**config.mk**
```make
export PLATFORM = sky130hd
export DESIGN_NAME = dbg_entry_ctrl
export DESIGN_NICKNAME = d
export VERILOG_FILES = /design/src/rtl/dbg_arb_pkg.sv /design/src/rtl/dbg_evt_gate.sv /design/src/rtl/dbg_status_reg.sv /design/src/rtl/dbg_entry_fsm.sv /design/src/rtl/dbg_entry_ctrl.sv
export SDC_FILE = /design/constraint.sdc
export NUM_CORES = 1
export LEC_CHECK = 0
export BUFFER_PORTS_ARGS = -buffer_cell sky130_fd_sc_hd__buf_2
export CORE_MARGIN = 2
export CORE_UTILIZATION = 34
export DETAILED_ROUTE_END_ITERATION = 16
export PLACE_DENSITY = 0.75
export SYNTH_ARGS = -nofsm -noshare
export SYNTH_HDL_FRONTEND = slang
export SYNTH_SLANG_ARGS = --single-unit
```
**constraint.sdc**
```tcl
create_clock -name clk -period 1.8 [get_ports clk]
set_input_delay 0.36 -clock clk [delete_from_list [all_inputs] [get_ports clk]]
set_output_delay 0.36 -clock clk [all_outputs]
set_load 0.02 [all_outputs]
```
**src/rtl/dbg_arb_pkg.sv**
```systemverilog
package dbg_arb_pkg;
    localparam int NEV     = 6;
    localparam int EV_IAC  = 0;
    localparam int EV_DAC  = 1;
    localparam int EV_BRT  = 2;
    localparam int EV_TRAP = 3;
    localparam int EV_CIT  = 4;
    localparam int EV_CRT  = 5;
    localparam int MSR_W   = 3;
    localparam int MSR_DE  = 2;
    localparam int MSR_EE  = 1;
    localparam int MSR_CE  = 0;

    typedef enum logic [1:0] {
        ST_RUN     = 2'd0,
        ST_TAKE    = 2'd1,
        ST_HANDLER = 2'd2,
        ST_RESTORE = 2'd3
    } dbg_state_e;
endpackage

```
**src/rtl/dbg_evt_gate.sv**
```systemverilog
module dbg_evt_gate
    import dbg_arb_pkg::*;
(
    input  logic [NEV-1:0] raw_ev,
    input  logic [NEV-1:0] ev_en,
    input  logic           msr_de,
    output logic [NEV-1:0] set_vec,
    output logic           trap_prog_req
);
    logic trap_to_dbg;

    always_comb begin
        trap_to_dbg = raw_ev[EV_TRAP] & ev_en[EV_TRAP] & msr_de;
        set_vec = raw_ev & ev_en;
        // data compare counts only when linked to an instruction compare hit
        set_vec[EV_DAC]  = raw_ev[EV_DAC] & ev_en[EV_DAC] & raw_ev[EV_IAC];
        set_vec[EV_TRAP] = trap_to_dbg;
        trap_prog_req = raw_ev[EV_TRAP] & ~trap_to_dbg;
    end
endmodule

```
**src/rtl/dbg_status_reg.sv**
```systemverilog
module dbg_status_reg #(
    parameter int W = 6
) (
    input  logic         clk,
    input  logic         rst_n,
    input  logic [W-1:0] set_vec,
    input  logic [W-1:0] clr_vec,
    output logic [W-1:0] sts
);
    for (genvar i = 0; i < W; i++) begin : g_bit
        always_ff @(posedge clk or negedge rst_n) begin
            if (!rst_n)
                sts[i] <= 1'b0;
            else if (set_vec[i])
                sts[i] <= 1'b1;
            else if (clr_vec[i])
                sts[i] <= 1'b0;
        end
    end
endmodule

```
**src/rtl/dbg_entry_fsm.sv**
```systemverilog
module dbg_entry_fsm
    import dbg_arb_pkg::*;
(
    input  logic             clk,
    input  logic             rst_n,
    input  logic [NEV-1:0]   sts,
    input  logic             idm,
    input  logic [MSR_W-1:0] cur_msr,
    input  logic             itlb_miss,
    input  logic             isi_fault,
    input  logic             hp_pend,
    input  logic             ext_en,
    input  logic             clr_ee,
    input  logic             clr_ce,
    input  logic             rfdi,
    input  logic [MSR_W-1:0] saved_msr,
    output logic             take,
    output logic             pair_dbg,
    output logic             dsrr_we,
    output logic             csrr_we,
    output logic             pc_restore,
    output logic             msr_we,
    output logic [MSR_W-1:0] msr_new
);
    dbg_state_e state_q, state_d;
    logic       sel_q;
    logic       fetch_block;
    logic       go;

    always_comb begin
        fetch_block = (itlb_miss | isi_fault) & ~sts[EV_IAC];
        go = (|sts) & idm & cur_msr[MSR_DE] & ~hp_pend & ~fetch_block;
    end

    always_comb begin
        state_d = state_q;
        unique case (state_q)
            ST_RUN:     if (go) state_d = ST_TAKE;
            ST_TAKE:    state_d = ST_HANDLER;
            ST_HANDLER: if (rfdi) state_d = ST_RESTORE;
            ST_RESTORE: state_d = ST_RUN;
        endcase
    end

    always_ff @(posedge clk or negedge rst_n) begin
        if (!rst_n) begin
            state_q <= ST_RUN;
            sel_q   <= 1'b0;
        end else begin
            state_q <= state_d;
            if (state_q == ST_RUN && go)
                sel_q <= ext_en;
        end
    end

    always_comb begin
        take       = 1'b0;
        dsrr_we    = 1'b0;
        csrr_we    = 1'b0;
        pc_restore = 1'b0;
        msr_we     = 1'b0;
        msr_new    = '0;
        unique case (state_q)
            ST_RUN, ST_HANDLER: ;
            ST_TAKE: begin
                take    = 1'b1;
                dsrr_we = sel_q;
                csrr_we = ~sel_q;
                msr_we  = 1'b1;
                msr_new[MSR_DE] = 1'b0;
                msr_new[MSR_EE] = cur_msr[MSR_EE] & ~clr_ee;
                msr_new[MSR_CE] = cur_msr[MSR_CE] & ~clr_ce;
            end
            ST_RESTORE: begin
                pc_restore = 1'b1;
                msr_we     = 1'b1;
                msr_new    = saved_msr;
            end
        endcase
        pair_dbg = sel_q;
    end
endmodule

```
**src/rtl/dbg_entry_ctrl.sv**
```systemverilog
module dbg_entry_ctrl
    import dbg_arb_pkg::*;
(
    input  logic             clk,
    input  logic             rst_n,
    input  logic             ev_iac,
    input  logic             ev_dac,
    input  logic             ev_brt,
    input  logic             ev_trap,
    input  logic             ev_cit,
    input  logic             ev_crt,
    input  logic [NEV-1:0]   ev_en,
    input  logic             itlb_miss,
    input  logic             isi_fault,
    input  logic             hp_pend,
    input  logic             dbg_ext_en,
    input  logic             int_dbg_mode,
    input  logic [MSR_W-1:0] cur_msr,
    input  logic             clr_ee_cfg,
    input  logic             clr_ce_cfg,
    input  logic [NEV-1:0]   sts_w1c,
    input  logic             rfdi,
    input  logic [MSR_W-1:0] saved_msr,
    output logic             dbg_take,
    output logic             pair_dbg,
    output logic             dsrr_we,
    output logic             csrr_we,
    output logic             pc_restore,
    output logic             msr_we,
    output logic [MSR_W-1:0] msr_new,
    output logic [NEV-1:0]   dbg_status,
    output logic             trap_prog_req
);
    logic [NEV-1:0] raw_ev;
    logic [NEV-1:0] set_vec;

    always_comb begin
        raw_ev          = '0;
        raw_ev[EV_IAC]  = ev_iac;
        raw_ev[EV_DAC]  = ev_dac;
        raw_ev[EV_BRT]  = ev_brt;
        raw_ev[EV_TRAP] = ev_trap;
        raw_ev[EV_CIT]  = ev_cit;
        raw_ev[EV_CRT]  = ev_crt;
    end

    dbg_evt_gate u_gate (
        .raw_ev        (raw_ev),
        .ev_en         (ev_en),
        .msr_de        (cur_msr[MSR_DE]),
        .set_vec       (set_vec),
        .trap_prog_req (trap_prog_req)
    );

    dbg_status_reg #(.W(NEV)) u_sts (
        .clk     (clk),
        .rst_n   (rst_n),
        .set_vec (set_vec),
        .clr_vec (sts_w1c),
        .sts     (dbg_status)
    );

    dbg_entry_fsm u_fsm (
        .clk        (clk),
        .rst_n      (rst_n),
        .sts        (dbg_status),
        .idm        (int_dbg_mode),
        .cur_msr    (cur_msr),
        .itlb_miss  (itlb_miss),
        .isi_fault  (isi_fault),
        .hp_pend    (hp_pend),
        .ext_en     (dbg_ext_en),
        .clr_ee     (clr_ee_cfg),
        .clr_ce     (clr_ce_cfg),
        .rfdi       (rfdi),
        .saved_msr  (saved_msr),
        .take       (dbg_take),
        .pair_dbg   (pair_dbg),
        .dsrr_we    (dsrr_we),
        .csrr_we    (csrr_we),
        .pc_restore (pc_restore),
        .msr_we     (msr_we),
        .msr_new    (msr_new)
    );
endmodule

```
== Word level (Yosys, flattened, before mapping) ==
Index checks and enable logic that the tools add are counted.
Cells by class
  equality and inequality tests: 5
  multipliers: 0
  shift-type cells: 0
  div/mod/pow operators: 0
  multiplexer cells: 21
  reduce and logical (&&, ||, !) cells: 11
  bitwise operators: 21
  magnitude comparators: 0
  $add $sub $neg: 0
Operators with widths (count)
  $mux W1: 17
  $and A1 B1 Y1: 12
  $reduce_bool A2 Y1: 6
  $pmux W2 S4: 1
  $not A1 Y1: 7
  $and A6 B6 Y6: 1
  $pmux W3 S2: 1
  $reduce_or A6 Y1: 1
  $eq A2 B2 Y1 const B: 2
  $mux W2: 2
  $eq A2 B1 Y1 const B: 1
  $logic_not A2 Y1: 1
  $ne A2 B1 Y1 const B: 1
  $ne A2 B2 Y1 const B: 1
  $reduce_and A2 Y1: 1
  $reduce_or A2 Y1: 1
  $logic_and A1 B1 Y1: 1
  $or A1 B1 Y1: 1
Storage, ports and cells
  bits in latches: 0
  memories kept: 0
  bits of input ports: 34
  output and inout bits: 16
  bits in read-only memories: 0
  register bits: 9
  bits in writable memories: 0
  word-level logic and storage cells: 66

== Longest topological paths before layout ==
Gate-level depths: netlist (run 1).
  word-level depth: 7
  gate-level depth with buffers: 5
  mapped depth without buffers: 5

== Cells and area by module ==
From an unflattened synthesis (run 1), not the netlist that was laid out.
Unflattened totals
  cells, all modules: 63
  area total of the unflattened synthesis: 608.1 um^2
By module, submodules not included
  dbg_entry_fsm: cells each 37, area an instance 337.8 um^2, times used 1, sequential area each 75.1 um^2
  dbg_status_reg: cells each 18, area an instance 217.7 um^2, times used 1, sequential area each 150.1 um^2
  dbg_evt_gate: cells each 8, area an instance 52.6 um^2, times used 1, sequential area each 0.0 um^2

== Worst setup path before layout (run 1) ==
Ideal clock, no wire load.
  kind: register to output
  start: register u_fsm.state_q[1]
  end: output msr_new[0]
  data required time: 1.440 ns
  stages on the path, launching flop included: 5
  buffers on the path: 0
  path slack: 0.097 ns
  arrival: 1.343 ns
  path through: dfrtp_1 inv_1 ha_1 nand2_1 o21ai_0
Between the ends
  longest elaborated chain between the ends: 2
  elaborated cells between the ends (all ways): 3
  classes of those cells: eq/ne (2); mux (1)
RTL lines
  start, declared: line dbg_entry_fsm.sv:25  | dbg_state_e state_q, state_d;
  start signal, assigned: line dbg_entry_fsm.sv:50  | state_q <= state_d;
  $eq A2 B2 Y1 / $eq A2 B1 Y1 (equally long branches): line dbg_entry_fsm.sv:63  | unique case (state_q)
  $pmux W3 S2 *: line dbg_entry_fsm.sv:63
  end, declared: line dbg_entry_ctrl.sv:30  | output logic [MSR_W-1:0] msr_new,
Every way passes the cells marked *; elsewhere a longest branch is shown, timed or not.

== Worst setup path after layout (run 1) ==
  start: register u_fsm.state_q[1]
  end: output msr_we
Between the ends
  longest elaborated chain between the ends: 3
  elaborated cells between the ends (all ways): 4
  classes of those cells: eq/ne (2); mux (1); reduce/logical (1)
RTL lines
  $eq A2 B1 Y1 / $eq A2 B2 Y1 (equally long branches): line dbg_entry_fsm.sv:63
  $reduce_or A2 Y1 (no source line) *
  $mux W1 *: line dbg_entry_fsm.sv:63
  end, declared: line dbg_entry_ctrl.sv:29  | output logic msr_we,
Marks and branches as above.

==> results of run 1 <==
## cell type report
cell class,count,area [um2],share of cell area
Clock inverter,1,5.00,0.00583
Inverter,9,33.8,0.0394
Timing Repair Buffer,53,278,0.324
Sequential cell,9,225,0.262
Clock buffer,3,22.5,0.0262
Multi-Input combinational cell,36,274,0.319
Tap cell,16,20.0,0.0233
## logic make-up after synthesis
group | after synthesis | share of synthesized area
AO/OA/AOI/OAI | 14 | 0.194
AND/OR/NAND/NOR | 16 | 0.171
adder cells (fa/ha/maj) | 4 | 0.0948
buffers and inverters | 9 | 0.0640
multiplexers | 2 | 0.0498
flip-flops | 9 | 0.427
## how the worst min path moves through the flow
stage | endpoint | slack (ns) | depth (start not counted)
after detailed placement | u_sts.sts[2] | 0.22 | 1
after floorplan | u_fsm.pair_dbg | 0.06 | 0
after global placement | u_sts.sts[2] | 0.22 | 1
after global routing | u_sts.sts[4] | 0.26 | 2
final | u_sts.sts[1] | 0.27 | 2
after CTS | u_sts.sts[1] | 0.27 | 2
## power groups by stage
stage / clock network (uW) / registers [uW] / logic, uW
3_5_place_dp: 0 / 299 / 513
2_1_floorplan: 0 / 319 / 333
3_3_place_gp: 0 / 295 / 505
4_1_cts: 159 / 295 / 515
5_1_grt: 177 / 304 / 616
6_report: 155 / 295 / 560
## cells in the final DEF (no fill, tap or decap), types with 2 or more instances in the layout
master | synthesis | final
and2_1 | 2 | 2
buf_2 | 0 | 49
buf_4 | 0 | 3
clkbuf_4 | 0 | 3
dfrtp_1 | 9 | 9
ha_1 | 4 | 2
ha_2 | 0 | 2
inv_1 | 9 | 9
nand2_1 | 6 | 6
nand3_1 | 2 | 2
nor2b_1 | 2 | 2
o21ai_0 | 7 | 7
## worst max-delay path, stage by stage (launching register included)
cell     delay, ns
dfrtp_1       0.39
inv_1         0.08
ha_2          0.20
or2_2         0.28
buf_2         0.16
## routing by layer
layer	GRT usage	up-vias	part of all wire
met4	0.0727	0	0.0097
met2	0.236	42	0.44
met3	0.0375	2	0.12
met5	0	-	0
li1	-	298	-
met1	0.133	254	0.42
## state kept, by name, indices dropped and copies added, names as in the netlist
| register | cells |
|---|---|
| u_fsm.pair_dbg | 1 |
| u_sts.sts | 6 |
| u_fsm.state_q | 2 |
## stage by stage
step / setup TNS, ns / power, uW / std cells
CTS: 0 / 969 / 124
detailed placement: 0 / 812 / 119
global route: -0.00190 / 1100 / 127
global placement: 0 / 801 / 119
floorplan: 0 / 652 / 54
finish: 0 / 1010 / 127
## timing repair
| action | 4_1_cts | 5_1_grt |
|---|---|---|
| hold buffers | 1 | 0 |
| setup buffers | 0 | 3 |
| resized for setup | 0 | 2 |
| hold endpoints to repair | 9 | 0 |
| setup endpoints to repair | 0 | 3 |
==> impl_metrics.json, run 1 <==
{
  "antenna_cells": 0,
  "cts.htree.levels": 1,
  "setup_ws_ns": 0.0721,
  "drt_iter0_markers": 5,
  "dp_slack_ns": 0.290,
  "tightestPinTransition_ns": 0.227,
  "antenna_left": 0,
  "netlist_area_um2": 528,
  "netlist_instances": 54,
  "clock_latency_ns": 0.26,
  "startpoint": "u_fsm.state_q[1]",
  "start_util": 0.355,
  "finalCriticalPeriod_ns": 1.73,
  "avgViaCountPerCell": 4.69,
  "synth_cell_types": 21,
  "synthFlopType": "dfrtp_1",
  "ys_seq_area_frac": 0.427,
  "grt_overflow_total": 0,
  "first_pass_iters": 4,
  "hp-start": "sts_w1c[1]",
  "stdcell_area_um2": 858,
  "async_flop_share": 1.00,
  "p_sw_uw": 399,
  "final.period_utilization": 0.960,
  "drc": 0,
  "wirelength_um": 1240,
  "maxCapViolations": 0,
  "synth_top_area_frac": 0.427,
  "cts_buffer_depth": 2,
  "synth-edff-count": 0,
  "dpl_cell_area_um2": 793,
  "leakage_uw": 0.000501,
  "syn_avg_cell_area_um2": 9.78,
  "ys_warn_count": 0,
  "ff2ff_path_depth": 3,
  "grt_usage": 0.130,
  "r2r-start": "u_sts.sts[0]",
  "setup.worst_path.class": "flip-flop to output pin",
  "grt_pass1_wl_um": 1840,
  "hold_slack_ns": 0.270,
  "cp-end-kind": "output pin",
  "clkTransAtPathRegs_ns": 0.07,
  "clockPowerShare": 0.153,
  "cts_made_buffers": 3,
  "setup_viol": 0,
  "slew-limit-headroom": 0.849,
  "max_freq_mhz": 579,
  "ir_drop_mv": 0.581,
  "fp.dieH_um": 43.4,
  "required_ns": 1.44,
  "nFillCells": 136,
  "cts_root_buf": "clkbuf_4",
  "hold_path.class": "input pin to flip-flop",
  "chipWidth_um": 43.4,
  "start_kind": "flip-flop",
  "seqPwrFrac": 0.292,
  "num_vias": 596,
  "p_int_uw": 611,
  "std_cell_rows": 14,
  "portBuffers": 49,
  "final_util": 0.576,
  "finClkSkew_ns": 0.00414,
  "yosysTopAreaCell": "dfrtp_1",
  "antenna_found_initial": 0,
  "hpwl_um": 1050,
  "yosys-top-cells-count": "dfrtp_1, inv_1, o21ai_0",
  "cts.sinks": 9,
  "synth_area_leaders": "dfrtp_1, ha_1, o21ai_0",
  "avgRoutedWirePerCell_um": 9.78,
  "ys_ff_latch": 9,
  "grt_max_degree": 10,
  "drv_slew": 0,
  "crit_end": "msr_we",
  "final_nets": 150,
  "routabilityCongestion": 0.673,
  "r2r_setup_slack_ns": 0.28,
  "cts_tree": "yes",
  "grt_pass1_vias": 502,
  "core_um2": 1490,
  "pwr-share-comb": 0.554,
  "finalHoldViolCount": 0,
  "dieArea_um2": 1880,
  "power_switching_share": 0.395,
  "syn_to_final_growth_pct": 62.6,
  "worst-endpoint-arrival_ns": 1.37,
  "cp_max_fo": 6,
  "layout-drive-gt1-share": 0.577,
  "r2r-end": "u_fsm.pair_dbg",
  "ios": 50,
  "powerDensity_nw_per_um2": 1180,
  "outcome": "complete, no violations",
  "synth_nets": 92
}
No activity file was read; power rests on OpenSTA's default activity.
==> run 2: changes to the inputs <==
--- a/config.mk
+++ b/config.mk
@@ -5,11 +5,15 @@
 export SDC_FILE = /design/constraint.sdc
 export NUM_CORES = 1
 export LEC_CHECK = 0
+export ABC_AREA = 1
 export BUFFER_PORTS_ARGS = -buffer_cell sky130_fd_sc_hd__buf_2
+export CELL_PAD_IN_SITES_DETAIL_PLACEMENT = 1
+export CELL_PAD_IN_SITES_GLOBAL_PLACEMENT = 2
 export CORE_MARGIN = 2
-export CORE_UTILIZATION = 34
+export CORE_UTILIZATION = 16
 export DETAILED_ROUTE_END_ITERATION = 16
-export PLACE_DENSITY = 0.75
+export PLACE_DENSITY_LB_ADDON = 0.1
+export REMOVE_ABC_BUFFERS = 1
 export SYNTH_ARGS = -nofsm -noshare
 export SYNTH_HDL_FRONTEND = slang
 export SYNTH_SLANG_ARGS = --single-unit
==> run 2 against run 1 <==
Against the previous run: setup slack gained 0.016 ns; sequential share of layout area decreased by 0.64 points; synthesized cell count rose by 28%; clock skew shrank 0.00088 ns; sequential power grew 3%; highest routed layer unchanged; core utilization shrank 29 points.
==> impl_metrics.json, run 2 <==
{
  "antenna_found_initial": 0,
  "cts.htree.levels": 1,
  "worst-endpoint-arrival_ns": 1.35,
  "grt_max_degree": 10,
  "fin_setup_tns_ns": 0,
  "std_cell_rows": 20,
  "ff2ff_path_depth": 5,
  "grt_setup_unrepaired": "false",
  "grt_overflow_total": 0,
  "num_vias": 651,
  "cts_made_buffers": 3,
  "antenna_left": 0,
  "leakage_uw": 0.000522,
  "finClkSkew_ns": 0.00326,
  "maxCapViolations": 0,
  "grt_pass1_vias": 555,
  "netlist_area_um2": 532,
  "synth_area_leaders": "dfrtp_1, nand2_1, ha_1",
  "grt_pass1_wl_um": 2270,
  "netlist_instances": 69,
  "core_um2": 3100,
  "ys_ff_latch": 9,
  "finalHoldViolCount": 0,
  "r2r_setup_slack_ns": 0.50,
  "finalCriticalPeriod_ns": 1.71,
  "final_nets": 162,
  "avgRoutedWirePerCell_um": 9.32,
  "final_cell_mix": "buf_2, nand2_1, inv_1",
  "async_flop_share": 1.00,
  "synth_most_common_cell": "nand2_1",
  "final_common_cell": "buf_2",
  "setup_viol": 0,
  "dieArea_um2": 3800,
  "cts_buffer_depth": 2,
  "syn_to_final_growth_pct": 66.4,
  "drv_slew": 0,
  "largest-register": "u_sts.sts",
  "startpoint": "u_fsm.state_q[1]",
  "first_pass_iters": 4,
  "antenna_cells": 0,
  "synth_cell_types": 12,
  "grt_usage": 0.0855,
  "required_ns": 1.44,
  "synth_top_area_frac": 0.424,
  "r2r-start": "u_fsm.state_q[0]",
  "clock_latency_ns": 0.26,
  "hold_path.class": "input pin to flip-flop",
  "cp-end-kind": "output pin",
  "layout-drive-gt1-share": 0.512,
  "yosysTopAreaCell": "dfrtp_1",
  "fp.dieH_um": 61.7,
  "tightestPinTransition_ns": 0.214,
  "start_kind": "flip-flop",
  "hpwl_um": 1370,
  "cts_root_buf": "clkbuf_4",
  "largest_register_ffs": 6,
  "ys_seq_area_frac": 0.424,
  "drc": 0,
  "start_util": 0.171,
  "cp_max_fo": 4,
  "synthFlopType": "dfrtp_1",
  "chipWidth_um": 61.7,
  "syn_avg_cell_area_um2": 7.71,
  "wirelength_um": 1560,
  "final.period_utilization": 0.951,
  "nFillCells": 415,
  "cts.sinks": 9,
  "drt_iter0_markers": 10,
  "ys_warn_count": 0,
  "ir_drop_mv": 0.263,
  "ios": 50,
  "crit_end": "msr_we",
  "r2r-end": "u_fsm.state_q[0]",
  "outcome": "complete, no violations",
  "yosys-top-cells-count": "nand2_1, inv_1, dfrtp_1",
  "cts_setup_buffers": 0,
  "synth-edff-count": 0,
  "slew-limit-headroom": 0.858,
  "cts_tree": "yes",
  "hold_slack_ns": 0.278,
  "clkTransAtPathRegs_ns": 0.06,
  "max_freq_mhz": 584,
  "avgViaCountPerCell": 3.90,
  "setup.worst_path.class": "flip-flop to output pin",
  "portBuffers": 49,
  "routabilityCongestion": 0.588,
  "powerDensity_nw_per_um2": 1160
}
==> run 2: changes by cell type after synthesis, sizes merged, moves of 2 or more <==
cell,before,now
and2,2,0
nand2,6,18
mux2,2,0
nor2b,2,0
a22o,0,2
inv,9,13
nor2,0,7
nand3,2,5
or3,2,0
==> run 2: power by group <==
group | switching (uW) | internal [uW]
Combinational | 341 | 231
Clock | 68.4 | 85.3
Sequential | 52.4 | 251
==> run 2: worst max-delay path, stage by stage, from the launching register on <==
cell     delay [ns]
dfrtp_1        0.41
inv_2          0.08
ha_4           0.17
or2_2          0.28
buf_2          0.16
==> run 2: cell families after synthesis <==
kind of cell               count (synthesis)  synth area share
DFF                                        9             0.424
buffers and inverters                     13            0.0918
adders and majority gates                  4            0.0941
and+or+nand+nor                           33             0.278
AOI/OAI and AO/OA                         10             0.113
==> run 2: timing repair <==
action	4_1_cts	5_1_grt
gates resized for setup	2	4
endpoints found under the hold margin	9	0
hold buffers	1	0
pin swaps	0	0
endpoints found under the setup margin	2	3
==> run 2: area by class of cell <==
cell class / count / area (um2) / share of cell area
multi-input combinational: 47 / 273 / 0.308
inverter: 13 / 48.8 / 0.0552
timing repair buffer: 50 / 255 / 0.289
clock buffer: 4 / 26.3 / 0.0297
sequential: 9 / 226 / 0.256
tap: 44 / 55.1 / 0.0622
==> run 2: stage by stage <==
step	instance area, um2	setup slack, ns	utilization	power (uW)	std cells
floorplan	532	0.261	-	667	69
global placement	832	0.332	0.268	859	162
detailed placement	832	0.267	0.268	862	162
CTS	881	0.00164	0.284	1040	167
global route	885	0.00549	0.285	1140	167
finish	885	0.0881	0.285	1030	167
==> run 2: how the worst min path moves through the flow <==
stage	end	start	slack [ns]	depth (start not counted)
finish	u_sts.sts[2]	sts_w1c[2]	0.28	2
global route	u_sts.sts[2]	sts_w1c[2]	0.26	2
CTS	u_sts.sts[2]	sts_w1c[2]	0.27	2
detailed placement	u_sts.sts[3]	rst_n	0.23	1
global placement	u_sts.sts[3]	rst_n	0.23	1
floorplan	u_fsm.pair_dbg	rst_n	0.06	0
==> run 2: per-layer routing <==
layer | GRT usage | routed length, um
met5 | 0 | 0
met4 | 0.0638 | 31
met3 | 0.0294 | 171
met2 | 0.129 | 708
met1 | 0.0991 | 645
==> run 3: changes to the inputs <==
==> constraint.sdc (replaced) <==
create_clock -name clk -period 1.9 [get_ports clk]
set_input_delay 0.38 -clock clk [delete_from_list [all_inputs] [get_ports clk]]
set_output_delay 0.38 -clock clk [all_outputs]
set_load 0.02 [all_outputs]
==> run 3 against run 2 <==
Against the previous run: hold slack gained 0.020 ns; critical path depth down 1; core utilization decreased by 0.12 points; highest routed layer unchanged; clock skew barely moved; die area stayed put; combinational power shrank 6.3%; cell count did not move; total power fell by 6.3%; flip-flop and latch count unchanged.
==> impl_metrics.json, run 3 (same netlist as run 2, synthesis figures left out) <==
{
  "num_vias": 647,
  "slew-limit-headroom": 0.858,
  "path_cells": "ha_1, or2_2, buf_2",
  "cts.htree.levels": 1,
  "finalHoldViolCount": 0,
  "cp-end-kind": "output pin",
  "antenna_found_initial": 0,
  "worst-endpoint-arrival_ns": 1.41,
  "worstHoldEndpoint": "u_sts.sts[2]",
  "ios": 50,
  "maxCapViolations": 0,
  "syn_to_final_growth_pct": 65.6,
  "largest_register_ffs": 6,
  "avgRoutedWirePerCell_um": 9.35,
  "cts_tree": "yes",
  "p_total_uw": 965,
  "grt_pass1_wl_um": 2210,
  "chipWidth_um": 61.7,
  "hpwl_um": 1370,
  "final_cell_mix": "buf_2, nand2_1, inv_1",
  "r2r-start": "u_fsm.state_q[0]",
  "clock_latency_ns": 0.26,
  "crit_path_top_delay_cell": "dfrtp_1",
  "first_pass_iters": 4,
  "nFillCells": 415,
  "r2r-end": "u_fsm.state_q[0]",
  "outcome": "complete, no violations",
  "wirelength_um": 1560,
  "final_common_cell": "buf_2",
  "drt_iter0_markers": 7,
  "required_ns": 1.52,
  "multi_input_area_um2": 270,
  "finClkSkew_ns": 0.00326,
  "powerDensity_nw_per_um2": 1100,
  "cts_root_buf": "clkbuf_4",
  "hold_path.class": "input pin to flip-flop",
  "fin_setup_tns_ns": 0,
  "final-seq-area_um2": 225,
  "routabilityCongestion": 0.588,
  "clkTransAtPathRegs_ns": 0.06,
  "cts_setup_buffers": 0,
  "start_util": 0.171,
  "r2r_setup_slack_ns": 0.55,
  "std_cell_rows": 20,
  "setup_viol": 0,
  "dieArea_um2": 3800,
  "max_freq_mhz": 559,
  "start_kind": "flip-flop",
  "cts_made_buffers": 3,
  "hold_slack_ns": 0.298,
  "cts_buffer_depth": 2,
  "critPathMaxStageDelay_ns": 0.44,
  "grt_setup_unrepaired": "false",
  "tightestPinTransition_ns": 0.214,
  "drc": 0,
  "ir_drop_mv": 0.242,
  "setup_ws_ns": 0.111,
  "finalCriticalPeriod_ns": 1.79,
  "largest-register": "u_sts.sts",
  "grt_pass1_vias": 547,
  "antenna_left": 0,
  "whs_path_depth": 2,
  "cp_max_fo": 5,
  "core_um2": 3100,
  "grt_usage": 0.0834,
  "final_util": 0.284,
  "antenna_cells": 0,
  "ff2ff_path_depth": 5,
  "portBuffers": 49,
  "grt_overflow_total": 0,
  "leakage_uw": 0.000526,
  "avgViaCountPerCell": 3.87,
  "layout-drive-gt1-share": 0.480,
  "cts.sinks": 9,
  "setup.worst_path.class": "flip-flop to output pin",
  "fp.dieH_um": 61.7,
  "final_nets": 162,
  "grt_max_degree": 10,
  "hp-start": "sts_w1c[2]",
  "dp_slack_ns": 0.347,
  "final.period_utilization": 0.942,
  "drv_slew": 0
}
==> run 3: cell types whose count changed in the layout (fill, tap and decap cells not counted) <==
| cell | previous run | this run |
|---|---|---|
| inv_1 | 11 | 13 |
| inv_2 | 2 | 0 |
| dfrtp_1 | 8 | 9 |
| dfrtp_2 | 1 | 0 |
| ha_1 | 2 | 3 |
| ha_2 | 1 | 0 |
==> run 3: layout make-up <==
type,count,share of cell area
multi-input cells,47,0.307
inverters,13,0.0554
flip-flops and latches,9,0.256
clock buffers,4,0.0298
well taps,44,0.0625
repair buffers,50,0.290
==> run 3: power by group <==
part / internal [uW] / leakage [uW] / switching [uW]
registers: 236 / 0.000112 / 47.4
logic: 213 / 0.000399 / 322
clock network: 80.8 / 0.0000150 / 64.8
total: 530 / 0.000526 / 434
==> run 3: routing by layer <==
metal	vias to the layer above	GRT usage	wire (um)
met4	0	0.0638	31
met2	34	0.125	709
met3	4	0.0294	179
met1	284	0.0966	642
li1	325	-	-
met5	-	0	0
==> run 3: stage by stage <==
| stage | std cells | area (um2) |
|---|---|---|
| 5_1_grt | 167 | 881 |
| 4_1_cts | 167 | 868 |
| 3_5_place_dp | 162 | 832 |
| 3_3_place_gp | 162 | 832 |
| 2_1_floorplan | 69 | 532 |
| 6_report | 167 | 881 |
==> run 3: worst max path at each step <==
stage                     slack, ns         end  depth (start not counted)              from
final                          0.11      msr_we                          3  u_fsm.state_q[0]
after global routing           0.02  msr_new[0]                          6  u_fsm.state_q[1]
after CTS                      0.05  msr_new[0]                          6  u_fsm.state_q[1]
after detailed placement       0.35  msr_new[0]                          6  u_fsm.state_q[1]
after global placement         0.41  msr_new[1]                          6  u_fsm.state_q[1]
after floorplan                0.34  msr_new[0]                          5  u_fsm.state_q[1]
==> run 3: worst max-delay path: cells and delay by family (launching register included) <==
kind / cells / cell delay (ns)
DFF: 1 / 0.44
and+or+nand+nor: 1 / 0.28
buffers and inverters: 1 / 0.16
adders and majority gates: 1 / 0.28
==> run 3: what timing repair did <==
item / 4_1_cts / 5_1_grt
setup endpoints to repair: 0 / 2
hold buffers: 1 / 0
resized for setup: 0 / 2
endpoints found under the hold margin: 9 / 0
